### src/rtl/nlfsr_stepper.sv
module nlfsr_stepper #(
  parameter int W     = 32,
  parameter int ORD_W = 6
) (
  input  logic             clk,
  input  logic             rst_n,
  input  logic             load_seed,
  input  logic             advance,
  input  logic [ORD_W-1:0] run_order,
  input  logic             fb_bit,
  output logic [W-1:0]     state,
  output logic [W-1:0]     next_state,
  output logic [W-1:0]     len_mask
);

  localparam logic [W-1:0] SEED = W'(1);

  logic [W-1:0] top_sel;
  logic         top_bit;

  // Per-bit length mask and top-bit selector for the active order.
  for (genvar k = 0; k < W; k++) begin : g_len
    assign len_mask[k] = (ORD_W'(k) < run_order);
    assign top_sel[k]  = (ORD_W'(k + 1) == run_order);
  end

  assign top_bit = |(state & top_sel);

  // Rotate left within the active length, feedback folded into bit 0.
  for (genvar k = 0; k < W; k++) begin : g_next
    if (k == 0) begin : g_low
      assign next_state[k] = top_bit ^ fb_bit;
    end else begin : g_up
      assign next_state[k] = state[k-1] & len_mask[k];
    end
  end

  always_ff @(posedge clk or negedge rst_n) begin
    if (!rst_n) begin
      state <= '0;
    end else if (load_seed) begin
      state <= SEED;
    end else if (advance) begin
      state <= next_state;
    end
  end

endmodule

### config.mk
export PLATFORM = sky130hd
export DESIGN_NAME = nlfsr_stepper
export DESIGN_NICKNAME = d
export VERILOG_FILES = /design/src/rtl/nlfsr_stepper.sv
export SDC_FILE = /design/constraint.sdc
export NUM_CORES = 1
export LEC_CHECK = 0
export BUFFER_PORTS_ARGS = -buffer_cell sky130_fd_sc_hd__buf_2
export CORE_UTILIZATION = 30
export CTS_BUF_LIST = sky130_fd_sc_hd__clkbuf_2
export DETAILED_ROUTE_END_ITERATION = 8
export PLACE_DENSITY = 0.6
export REMOVE_ABC_BUFFERS = 1
export SLEW_MARGIN = 10
export SYNTH_ARGS = -nofsm -noshare
export SYNTH_HDL_FRONTEND = slang
export SYNTH_SLANG_ARGS = --single-unit
### constraint.sdc
create_clock -name clk -period 4.4 [get_ports clk]
set_input_delay 0.44 -clock clk [delete_from_list [all_inputs] [get_ports clk]]
set_output_delay 0.44 -clock clk [all_outputs]
set_load 0.1 [all_outputs]
After elaboration in Yosys (flattened, before gate mapping)
Index checks and enable logic that the tools add are counted.
{"block": "op_classes", "order_cmp": 32, "n_mux": 2, "n_reduce_logical": 2, "n_bitwise": 33, "eq_ne": 32}
{"cell": "5-bit by 6-bit equality test with 1-bit output (first input constant)", "count": 16}
{"cell": "5-bit by 6-bit < comparator with 1-bit output (first input constant)", "count": 16}
{"cell": "32-bit two-way mux", "count": 2}
{"cell": "4-bit by 6-bit equality test with 1-bit output (first input constant)", "count": 8}
{"cell": "4-bit by 6-bit < comparator with 1-bit output (first input constant)", "count": 8}
{"cell": "32-bit AND", "count": 1}
{"cell": "32-bit OR reduction", "count": 1}
{"cell": "1-bit AND", "count": 31}
{"cell": "3-bit by 6-bit equality test with 1-bit output (first input constant)", "count": 4}
{"cell": "3-bit by 6-bit < comparator with 1-bit output (first input constant)", "count": 4}
{"cell": "2-bit by 6-bit equality test with 1-bit output (first input constant)", "count": 2}
{"cell": "1-bit by 6-bit < comparator with 1-bit output (first input constant)", "count": 2}
{"cell": "2-bit by 6-bit < comparator with 1-bit output (first input constant)", "count": 2}
{"cell": "1-bit by 6-bit equality test with 1-bit output (first input constant)", "count": 1}
{"cell": "6-bit equality test (first input constant)", "count": 1}
{"cell": "2-bit nonzero test", "count": 1}
{"cell": "1-bit XOR", "count": 1}
{"block": "word_totals", "register_bits": 32, "out_inout_bits": 96, "word_cells": 102, "in_bits": 11}

Depth between registers and ports, before layout
{"block": "depth", "ltp_word": 6, "ltp_mapped": 9, "ltp_nobuf": 8}

Worst setup path after synthesis
No wires, ideal clock.
{"block": "synth_timing", "path_type": "input to output", "from": "input run_order[1]", "to": "output next_state[8]", "cell_stages": 6, "required_ns": 3.960, "setup_slack_ns": -0.126, "arrival_time_ns": 4.086, "path_buffers": 2, "cell_sequence": "clkbuf_2 -> buf_2 -> or2_2 -> nor2_1 -> o21ai_0 -> and2_1"}
{"block": "synth_between", "elab_chain_len": 2}
{"item": "from (decl)", "line": "9", "rtl": "input logic [ORD_W-1:0] run_order,"}
{"item": "4-bit by 6-bit < comparator with 1-bit output", "line": "23", "rtl": "assign len_mask[k] = (ORD_W'(k) < run_order);"}
{"item": "net len_mask[8]", "line": "13", "rtl": "output logic [W-1:0] len_mask"}
{"item": "1-bit AND", "line": "34", "rtl": "assign next_state[k] = state[k-1] & len_mask[k];"}
{"item": "to (decl)", "line": "12", "rtl": "output logic [W-1:0] next_state,"}
The timed path passes the listed nets, and every way through them passes these cells.

Worst setup path after layout
{"block": "layout_timing", "from": "register state[10]", "to": "output next_state[0]"}
{"block": "layout_between", "elab_chain_len": 3}
{"item": "from (decl)", "line": "11", "rtl": "output logic [W-1:0] state,"}
{"item": "from (signal assigned)", "line": "44", "rtl": "state <= next_state;"}
{"item": "32-bit AND", "line": "27", "rtl": "assign top_bit = |(state & top_sel);"}
{"item": "32-bit OR reduction", "line": "27"}
{"item": "1-bit XOR", "line": "32", "rtl": "assign next_state[k] = top_bit ^ fb_bit;"}
Every way passes these cells.

==> summary.txt <==
Outcome
  • Outcome: finished, final reports clean

Drt
  • Initial DRC Count: 113
  • Vias: 2238
  • Wire per inst: 15.83 um
  • First-pass DRT Iterations: 4
  • Vias/cell: 4.919
  • Post-route ant nets: 0
  • DRC: 0
  • WL final: 7.201 mm

Timing
  • Final Hold Vio Count: 0
  • Final worst path period share: 68.81%
  • Slew margin rel.: 40.23%
  • Fmax: 0.3303 GHz
  • Final setup fails: 0
  • Final Slew Violations: 0
  • Tmin final: 3028 ps
  • Fin Setup TNS: 0 ps
  • Worst-margin pin slew: 896.6 ps
  • Worst Skew: 6.158 ps
  • RSZ-0062 raised after global routing: no

Global routing
  • Vias in the first global route: 1989
  • Antenna violations before repair: 0
  • First-pass GRT wire length: 10.72 mm
  • Largest net degree at the start of global routing: 35
  • Total track usage: 18.14%
  • Total grt overflow: 0

Power and ir drop
  • Worst VDD drop: 0.0001100 V
  • LEAKAGE: 0.001523 uW
  • Pwr/cell area: 245.8 nW/um^2
  • Power, Total: 697.9 uW

Setup path
  • Setup crit start kind: flip-flop
  • Critical path's slowest cell: mux4_2
  • CP Class: reg -> out
  • CP required: 3960 ps
  • Slowest stage delay, CP: 490 ps
  • Worst setup EP type: output pin
  • Critical-path cell list: mux4_2 -> nand4b_1 -> nand3_1 -> a211oi_2 -> nor3b_2 -> xnor2_1 -> buf_2
  • Max FO, Critical Path: 4
  • Arrival time worst endpoint: 2590 ps

Yosys
  • Yosys warning total: 0
  • Synth area leaders: dfrtp_1 35%, mux2i_1 12%, and2_1 9.0%, nor2_1 5.4%, nand2_1 4.1%
  • Mapped Area: 2301 sq um
  • Seq/Total Area, Yosys: 34.80%
  • Synth cell types: 49
  • Syn_area_per_cell: 8.749 sq um
  • Post-synth top area share: 34.80%
  • Most frequent cells after synthesis: 33 x and2_1, 33 x nor2_1, 32 x dfrtp_1
  • Flops & latches, synth: 32
  • Asr flop ratio synth: 100.0%
  • EDFF count, synth: 0
  • Most used DFF post-synth: dfrtp_1
  • Area leader, netlist: dfrtp_1
  • Synth Instances: 263

Floorplanning
  • Io pins: 107
  • Core footprint: 7331 sq um
  • Die span in y: 89.58 um
  • Die area: 8024 sq um
  • Row count: 31
  • Die Span X: 89.58 um
  • Initial cell density of the core: 31.39%

Layout
  • Largest Register: state
  • Share of layout cells above drive strength 1: 36.52%
  • Antenna cells: 0
  • Nets@finish: 366
  • Area Overhead vs Synth: 23.38%
  • Largest registers: state (32)
  • Max reg flops: 32

Clocking
  • Post-CTS setup buffers: 0
  • CTS Buf Count: 5
  • Clock latency on the worst-skew pair: 370 ps
  • Worst-path clk slew: 170 ps
  • Clock Sinks: 32
  • # hold bufs at CTS: 0
  • H-tree Lvls: 2
  • PostCTS Resize Cnt: 0
  • Clock root buffer: clkbuf_2
  • TritonCTS clock tree: done
  • Clock tree buffer depth: 2

Placed design
  • Gpl congestion: 0.8440
  • IO Port Bufs: 106
  • Hpwl dp: 5.386 mm

Job
  • Max Cap Viol: 0

Hold path
  • HP Class: in -> async
## cells in the final DEF, fill, tap and decap left out, drive strengths merged, types with 4 or more instances in the layout
cell type  synthesis  routed
dfrtp             32      32
mux2i             28      28
o21bai             6       6
clkbuf            12       7
and2              33      33
nor2              34      34
nand2             25      25
a21o               4       4
a21oi             11      11
buf                9     106
o21ai              6       6
nand3              7       7
inv                7       7
## layout make-up
class	count	area, sq um
flip-flops and latches	32	800.8
multi-input cells	203	1319
repair buffers	106	530.5
clock buffers	7	35.03
fillers	776	4492
inverters	7	26.28
clock inverters	1	3.754
well taps	99	123.9
## critical path, delay by kind of cell (launching register included)
kind / cells / cell delay (ps)
xor gates and xnor gates: 1 / 140
DFF: 1 / 450
AOI/OAI and AO/OA: 1 / 230
muxes: 1 / 490
and+or+nand+nor: 3 / 480
buffers and inverters: 1 / 440
## power breakdown
part / total, uW / switching, uW / internal [uW]
sequential: 298 / 2.11 / 296
clock: 144 / 101 / 42.6
combinational: 256 / 217 / 39.0
## worst paths after layout
check / from / end / slack, ps / depth (start not counted)
max: state[10]$_DFFE_PN0P_ / next_state[0] / 1370 / 7
min: rst_n / state[3]$_DFFE_PN0P_ / 100 / 1
max reg2reg: state[10]$_DFFE_PN0P_ / state[0]$_DFFE_PN0P_ / 2520 / 6
min reg2reg: state[1]$_DFFE_PN0P_ / state[1]$_DFFE_PN0P_ / 580 / 2
max in group asynchronous: rst_n / state[25]$_DFFE_PN0P_ / 3840 / 1
min in group clk: fb_bit / state[0]$_DFFE_PN0P_ / 390 / 3
## cells by family after synthesis
logic type	after synthesis	share of synthesized area [%]
AND/OR/NAND/NOR	126	29.36
AO/OA/AOI/OAI	44	12.94
multiplexers	32	14.63
flip-flops	32	34.80
buffers and inverters	28	7.885
XOR/XNOR	1	0.3807
## per-stage QoR
step                hold slack, ps  instances  util, %  cell area [sq um]  setup slack, ps
floorplan                    144.4        242        -               2146            159.0
global placement             529.9        447    38.20               2800             1445
detailed placement           535.7        447    38.20               2800             1396
CTS                          108.0        455    38.73               2839             1363
global route                 141.4        455    38.73               2839             1225
finish                       101.2        455    38.73               2839             1372
## layer usage
| layer | GRT usage (%) | part of all wire (%) | up-vias |
|---|---|---|---|
| met5 | 0 | 0 | - |
| met4 | 4.762 | 1.1 | 0 |
| met3 | 3.382 | 5.5 | 9 |
| met2 | 28.58 | 46 | 81 |
| met1 | 25.54 | 47 | 1054 |
| li1 | - | - | 1094 |
Note: power is estimated with default switching activity, not from simulation.
